===== src/rtl/gcmd_pkg.sv =====
package gcmd_pkg;
   localparam int WORD_W   = 32;
   localparam int BYTE_W   = 8;
   localparam int LONG_BIT = 3;
   localparam logic [15:0] CRC_SEED = 16'hFFFF;
   localparam logic [15:0] CRC_POLY_REFL = 16'h8408;

   typedef enum logic [1:0] {
      ST_IDLE = 2'd0,
      ST_HDR  = 2'd1,
      ST_PLD  = 2'd2,
      ST_CRC  = 2'd3
   } eng_state_t;

   function automatic logic [5:0] hdr_ecc(input logic [23:0] d);
      logic [5:0] p;
      p[0] = d[0]^d[1]^d[2]^d[4]^d[5]^d[7]^d[10]^d[11]^d[13]^d[16]^d[20]^d[21]^d[22]^d[23];
      p[1] = d[0]^d[1]^d[3]^d[4]^d[6]^d[8]^d[10]^d[12]^d[14]^d[17]^d[20]^d[21]^d[22]^d[23];
      p[2] = d[0]^d[2]^d[3]^d[5]^d[6]^d[9]^d[11]^d[12]^d[15]^d[18]^d[20]^d[21]^d[22];
      p[3] = d[1]^d[2]^d[3]^d[7]^d[8]^d[9]^d[13]^d[14]^d[15]^d[19]^d[20]^d[21]^d[23];
      p[4] = d[4]^d[5]^d[6]^d[7]^d[8]^d[9]^d[16]^d[17]^d[18]^d[19]^d[20]^d[22]^d[23];
      p[5] = d[10]^d[11]^d[12]^d[13]^d[14]^d[15]^d[16]^d[17]^d[18]^d[19]^d[21]^d[22]^d[23];
      return p;
   endfunction

   function automatic logic [15:0] crc_byte(input logic [15:0] c_in, input logic [7:0] b);
      logic [15:0] c;
      c = c_in ^ {8'h00, b};
      for (int i = 0; i < 8; i++) begin
         c = c[0] ? ((c >> 1) ^ CRC_POLY_REFL) : (c >> 1);
      end
      return c;
   endfunction
endpackage


===== src/rtl/gcmd_fifo.sv =====
module gcmd_fifo #(
   parameter int WIDTH = 32,
   parameter int DEPTH = 16
) (
   input  logic             clk,
   input  logic             rst_n,
   input  logic             wr_i,
   input  logic [WIDTH-1:0] wdata_i,
   input  logic             rd_i,
   output logic [WIDTH-1:0] rdata_o,
   output logic             full_o,
   output logic             empty_o,
   output logic             ovf_o
);
   localparam int AW = $clog2(DEPTH);
   localparam int CW = AW + 1;
   localparam logic [CW-1:0] FULL_CNT = CW'(DEPTH);

   logic [WIDTH-1:0] mem_q [DEPTH];
   logic [AW-1:0]    wp_q, rp_q;
   logic [CW-1:0]    cnt_q;
   logic             wr_ok, rd_ok;

   assign full_o  = (cnt_q == FULL_CNT);
   assign empty_o = (cnt_q == '0);
   assign wr_ok   = wr_i & ~full_o;
   assign rd_ok   = rd_i & ~empty_o;
   assign rdata_o = mem_q[rp_q];

   always_ff @(posedge clk) begin
      if (wr_ok) mem_q[wp_q] <= wdata_i;
   end

   always_ff @(posedge clk) begin
      if (!rst_n) begin
         wp_q  <= '0;
         rp_q  <= '0;
         cnt_q <= '0;
         ovf_o <= 1'b0;
      end else begin
         if (wr_ok) wp_q <= wp_q + 1'b1;
         if (rd_ok) rp_q <= rp_q + 1'b1;
         case ({wr_ok, rd_ok})
            2'b10:   cnt_q <= cnt_q + 1'b1;
            2'b01:   cnt_q <= cnt_q - 1'b1;
            default: cnt_q <= cnt_q;
         endcase
         if (wr_i && full_o) ovf_o <= 1'b1;
      end
   end
endmodule


===== src/rtl/gcmd_serializer.sv =====
module gcmd_serializer
   import gcmd_pkg::*;
(
   input  logic              clk,
   input  logic              rst_n,
   input  logic              hdr_empty_i,
   input  logic [WORD_W-1:0] hdr_word_i,
   output logic              hdr_pop_o,
   input  logic              pld_empty_i,
   input  logic [WORD_W-1:0] pld_word_i,
   output logic              pld_pop_o,
   output logic              busy_o,
   output logic              tx_valid_o,
   output logic [BYTE_W-1:0] tx_byte_o,
   output logic              tx_last_o
);
   eng_state_t  st_q;
   logic [23:0] hdr_q;
   logic [1:0]  idx_q;
   logic [1:0]  bsel_q;
   logic [15:0] rem_q;
   logic [15:0] crc_q;
   logic        is_long;
   logic [7:0]  hdr_byte;
   logic [7:0]  pld_byte;

   assign is_long  = hdr_q[LONG_BIT];
   assign busy_o   = (st_q != ST_IDLE);
   assign pld_byte = pld_word_i[8*bsel_q +: 8];

   always_comb begin
      case (idx_q)
         2'd0:    hdr_byte = hdr_q[7:0];
         2'd1:    hdr_byte = hdr_q[15:8];
         2'd2:    hdr_byte = hdr_q[23:16];
         default: hdr_byte = {2'b00, hdr_ecc(hdr_q)};
      endcase
   end

   assign hdr_pop_o = (st_q == ST_IDLE) && !hdr_empty_i;
   assign pld_pop_o = (st_q == ST_PLD) && !pld_empty_i &&
                      ((bsel_q == 2'd3) || (rem_q == 16'd1));

   always_ff @(posedge clk) begin
      if (!rst_n) begin
         st_q       <= ST_IDLE;
         hdr_q      <= '0;
         idx_q      <= '0;
         bsel_q     <= '0;
         rem_q      <= '0;
         crc_q      <= CRC_SEED;
         tx_valid_o <= 1'b0;
         tx_byte_o  <= '0;
         tx_last_o  <= 1'b0;
      end else begin
         tx_valid_o <= 1'b0;
         tx_last_o  <= 1'b0;
         case (st_q)
            ST_IDLE: begin
               if (!hdr_empty_i) begin
                  hdr_q <= hdr_word_i[23:0];
                  idx_q <= '0;
                  st_q  <= ST_HDR;
               end
            end
            ST_HDR: begin
               tx_valid_o <= 1'b1;
               tx_byte_o  <= hdr_byte;
               idx_q      <= idx_q + 1'b1;
               if (idx_q == 2'd3) begin
                  crc_q  <= CRC_SEED;
                  bsel_q <= '0;
                  rem_q  <= hdr_q[23:8];
                  idx_q  <= '0;
                  if (!is_long) begin
                     tx_last_o <= 1'b1;
                     st_q      <= ST_IDLE;
                  end else if (hdr_q[23:8] == 16'd0) begin
                     st_q <= ST_CRC;
                  end else begin
                     st_q <= ST_PLD;
                  end
               end
            end
            ST_PLD: begin
               if (!pld_empty_i) begin
                  tx_valid_o <= 1'b1;
                  tx_byte_o  <= pld_byte;
                  crc_q      <= crc_byte(crc_q, pld_byte);
                  rem_q      <= rem_q - 1'b1;
                  bsel_q     <= pld_pop_o ? 2'd0 : bsel_q + 1'b1;
                  if (rem_q == 16'd1) st_q <= ST_CRC;
               end
            end
            default: begin
               tx_valid_o <= 1'b1;
               idx_q      <= idx_q + 1'b1;
               if (idx_q == 2'd0) begin
                  tx_byte_o <= crc_q[7:0];
               end else begin
                  tx_byte_o <= crc_q[15:8];
                  tx_last_o <= 1'b1;
                  idx_q     <= '0;
                  st_q      <= ST_IDLE;
               end
            end
         endcase
      end
   end
endmodule


===== src/rtl/gcmd_pkt_engine.sv =====
module gcmd_pkt_engine
   import gcmd_pkg::*;
#(
   parameter int HDR_DEPTH = 16,
   parameter int PLD_DEPTH = 16
) (
   input  logic        clk,
   input  logic        rst_n,
   input  logic        hdr_wr_i,
   input  logic [31:0] hdr_wdata_i,
   input  logic        pld_wr_i,
   input  logic [31:0] pld_wdata_i,
   output logic        hdr_full_o,
   output logic        hdr_empty_o,
   output logic        pld_full_o,
   output logic        pld_empty_o,
   output logic        hdr_ovf_o,
   output logic        pld_ovf_o,
   output logic        tx_valid_o,
   output logic [7:0]  tx_byte_o,
   output logic        tx_last_o
);
   generate
      if (HDR_DEPTH < 2 || (HDR_DEPTH & (HDR_DEPTH - 1)) != 0) begin : g_bad_hdr_depth
         $error("HDR_DEPTH must be a power of two, at least 2");
      end
      if (PLD_DEPTH < 2 || (PLD_DEPTH & (PLD_DEPTH - 1)) != 0) begin : g_bad_pld_depth
         $error("PLD_DEPTH must be a power of two, at least 2");
      end
   endgenerate

   logic [WORD_W-1:0] hdr_rd, pld_rd;
   logic              hdr_pop, pld_pop;
   logic              hdr_q_empty, pld_q_empty;
   logic              busy;

   gcmd_fifo #(.WIDTH(WORD_W), .DEPTH(HDR_DEPTH)) u_hdr_q (
      .clk(clk), .rst_n(rst_n),
      .wr_i(hdr_wr_i), .wdata_i(hdr_wdata_i),
      .rd_i(hdr_pop), .rdata_o(hdr_rd),
      .full_o(hdr_full_o), .empty_o(hdr_q_empty), .ovf_o(hdr_ovf_o)
   );

   gcmd_fifo #(.WIDTH(WORD_W), .DEPTH(PLD_DEPTH)) u_pld_q (
      .clk(clk), .rst_n(rst_n),
      .wr_i(pld_wr_i), .wdata_i(pld_wdata_i),
      .rd_i(pld_pop), .rdata_o(pld_rd),
      .full_o(pld_full_o), .empty_o(pld_q_empty), .ovf_o(pld_ovf_o)
   );

   gcmd_serializer u_ser (
      .clk(clk), .rst_n(rst_n),
      .hdr_empty_i(hdr_q_empty), .hdr_word_i(hdr_rd), .hdr_pop_o(hdr_pop),
      .pld_empty_i(pld_q_empty), .pld_word_i(pld_rd), .pld_pop_o(pld_pop),
      .busy_o(busy),
      .tx_valid_o(tx_valid_o), .tx_byte_o(tx_byte_o), .tx_last_o(tx_last_o)
   );

   assign hdr_empty_o = hdr_q_empty & ~busy;
   assign pld_empty_o = pld_q_empty & ~busy;
endmodule


===== config.mk =====
export PLATFORM = sky130hd
export DESIGN_NAME = gcmd_pkt_engine
export DESIGN_NICKNAME = d
export VERILOG_FILES = /design/src/rtl/gcmd_pkg.sv /design/src/rtl/gcmd_fifo.sv /design/src/rtl/gcmd_serializer.sv /design/src/rtl/gcmd_pkt_engine.sv
export SDC_FILE = /design/constraint.sdc
export NUM_CORES = 1
export LEC_CHECK = 0
export ABC_AREA = 1
export BUFFER_PORTS_ARGS = -buffer_cell sky130_fd_sc_hd__clkbuf_2
export CAP_MARGIN = 20
export CORE_MARGIN = 8
export CORE_UTILIZATION = 60
export DETAILED_ROUTE_END_ITERATION = 16
export GPL_TIMING_DRIVEN = 1
export PLACE_DENSITY = 0.77
export SETUP_SLACK_MARGIN = 0.4
export SLEW_MARGIN = 20
export SYNTH_ARGS = -nofsm -noshare
export SYNTH_HDL_FRONTEND = slang
export SYNTH_SLANG_ARGS = --single-unit

===== constraint.sdc =====
create_clock -name clk -period 3.64 [get_ports clk]
set_input_delay 0.546 -clock clk [delete_from_list [all_inputs] [get_ports clk]]
set_output_delay 0.546 -clock clk [all_outputs]
set_load 0.05 [all_outputs]

==> results.toml <==
[synthesis]
async_flop_share_pct = 0
seq_area_frac_synth_pct = 69.1
ys_ff_latch = 1000
synth_cell_types = 46
ys_warn_count = 0
yosysTopAreaCell = "edfxtp_1"
syn_area_um2 = 42000
syn_nets = 3852
yosysTopAreaCellShare_pct = 64.1
netlist_top_cells_area = "edfxtp_1 64%, nand2_1 7.5%, nand3_1 5.7%, dfxtp_1 5.0%, o21ai_0 3.8%"
syn_inst = 3751
synth_ff_type = "edfxtp_1"
synth_edf_count = 896
synth_area_per_cell_um2 = 11.2

[floorplanning]
dieArea_um2 = 78700
die_w_um = 280
io-pin-count = 84
die_y_um = 280
core_um2 = 69700
initial_core_util_pct = 60.2
rows = 97

[layout]
syn_to_final_growth_pct = 11.2
drive_gt1_share_pct = 9.47
nets = 3880
post-route-util_pct = 67.0

[place]
dp_hpwl_um = 55200
gp_congestion = 0.945
port_buffers = 75

[global_routing]
use_met2_pct = 40.7
busiest_layer = "met2"
antenna_found_initial = 6
track_usage_pct = 25.6
grt_use_met1_pct = 35.0
grt_max_degree = 161
grt_pass1_vias = 27354
grt_pass1_wl_um = 156000
grt_use_met3_pct = 4.44
grt-ovfl-total = 0

[clock_tree]
clock_sinks = 1000
cts_tree = "built"
cts_buffers = 98
clk_path_buf_depth = 3
cts.reportedPaths.clkPinSlew_ps = 70
post_cts_buffers = 0
post_cts_resized = 0
ctsHoldBuffers = 0
htreeDepth = 3
clock_latency_ps = 670
cts-root-buf = "clkbuf_16"

[routing]
postRouteAntennaNets = 0
routed_wl_um = 103000
dr.pass1.iters = 5
avgRoutedWirePerCell_um = 21.3
first_iter_violations = 3665
drc = 0
viasPerCell = 6.02
vias = 28957

[timing]
finClkSkew_ps = 36.9
tns_ps = 0
rsz0062_at_grt = "false"
fin_crit_sh_pct = 80.3
setup-violations-final = 0
slew-limit-headroom_pct = 32.1
drv_slew = 0
hold_viol = 0
fmax_mhz = 342
min_period_ps = 2920
worst_pin_slew_ps = 1020

[setup_path]
critical_path_arrival_ps = 3460
cp_data_required_time_ps = 4180
worstPathMaxFanout = 32
critical_path_class = "register to register"
start_kind = "register"
crit_path_end_kind = "register"

[pwr]
leakagePower_nw = 16.8
peakVddDrop_mv = 0.514
power_density_nw_per_um2 = 662

[status]
status = "finished clean"

[run]
cap_violations = 0

[min_path]
hp-class = "input pin to register"
-- worst max-delay path, stage by stage, from the launching register on --
cell and delay [ps]:
dfxtp_4 380, inv_6 240, buf_4 360, nand2_1 90, nand3_1 80, nand3_1 100
nand2_1 130, nand2_1 70, nand3_1 150, nand3_1 310, nand2_1 230, nand2_1 80
nand2_2 130, nand2_2 100, nand3_1 90, nand3_1 100, nand2_1 100, nand2_1 50
-- cells in the mapped netlist (13+ instances only) --
library cell  number
edfxtp_1         896
nand2_1          837
nand3_1          482
nor2_1           345
o21ai_0          315
inv_1            140
o22ai_1          121
clkbuf_1         109
dfxtp_1          104
a21oi_1          103
buf_2             52
ha_1              31
xnor2_1           28
buf_6             25
xor2_1            25
buf_4             24
nand2_2           13
-- area by class of cell --
class | instances | area, um2
Sequential cell | 1000 | 29000
Fill cell | 4781 | 23000
Multi-Input combinational cell | 2376 | 11400
Clock buffer | 114 | 2510
Timing Repair Buffer | 152 | 1200
Tap cell | 940 | 1180
Clock inverter | 70 | 759
Inverter | 151 | 577
Antenna cell | 5 | 12.5
-- stage by stage --
step / std cells / setup WS [ps] / power, mW / hold slack [ps] / cell area [um2]
after floorplan: 3751 / 670 / 18.7 / 422 / 42000
after detailed placement: 4619 / 730 / 20.8 / 444 / 43400
after CTS: 4803 / 757 / 30.9 / 114 / 46700
after global placement: 4619 / 826 / 20.6 / 450 / 43400
final: 4808 / 716 / 30.9 / 142 / 46700
after global routing: 4805 / 503 / 32.3 / 168 / 46700
-- metal layers --
layer	routed length [um]	share of wire, %
met3	10900	11
met5	16	0.016
met1	39800	39
met2	48200	47
met4	3510	3.4
-- flip-flops by register name (all words and copies together) (netlist names), 4 cells and up, named ones only --
signal,flops
u_pld_q.mem_q,512
u_hdr_q.wp_q,4
u_hdr_q.rp_q,4
u_pld_q.cnt_q,5
u_ser.crc_q,16
u_pld_q.rp_q,4
u_hdr_q.mem_q,384
u_ser.hdr_q,24
u_pld_q.wp_q,4
u_ser.tx_byte_o,8
u_ser.rem_q,16
u_hdr_q.cnt_q,5
-- power by group --
part | internal, mW | switching (mW)
logic | 2.29 | 4.89
clock network | 5.85 | 4.38
registers | 13.0 | 0.494
total | 21.1 | 9.76
-- cells in the final DEF, fill, tap and decap left out, drive strengths merged, types with 4 or more instances in the layout --
master / count
edfxtp: 896
nand2: 850
nand3: 485
nor2: 345
o21ai: 323
clkbuf: 189
inv: 152
o22ai: 121
dfxtp: 104
a21oi: 103
buf: 77
clkinv: 47
ha: 31
xnor2: 28
xor2: 25
bufinv: 12
clkinvlp: 10
a211oi: 9
nand4: 8
a31oi: 8
nor3: 6
o32ai: 6
diode: 5
o211ai: 5
nor4: 4
o221ai: 4
-- final timing paths --
check                   start          endpoint  slack [ps]  depth (start not counted)
max                  register    u_ser.crc_q[1]         720                         17
min reg2reg  u_pld_q.cnt_q[4]  u_pld_q.cnt_q[4]         460                          1
min                  hdr_wr_i     u_hdr_q.ovf_o         140                          3
max reg2reg          register    u_ser.crc_q[1]         720                         17
-- cell families (layout without fill, tap and decap cells) --
logic type / after synthesis / after routing / synth area share (%)
buffers and inverters: 375 / 487 / 4.25
adders and majority gates: 33 / 33 / 1.02
AOI/OAI and AO/OA: 587 / 587 / 7.64
xor gates and xnor gates: 53 / 53 / 1.11
DFF: 1000 / 1000 / 69.1
other: 0 / 5 / 0
and+or+nand+nor: 1703 / 1703 / 16.9
(Power assumes the default switching activity.)
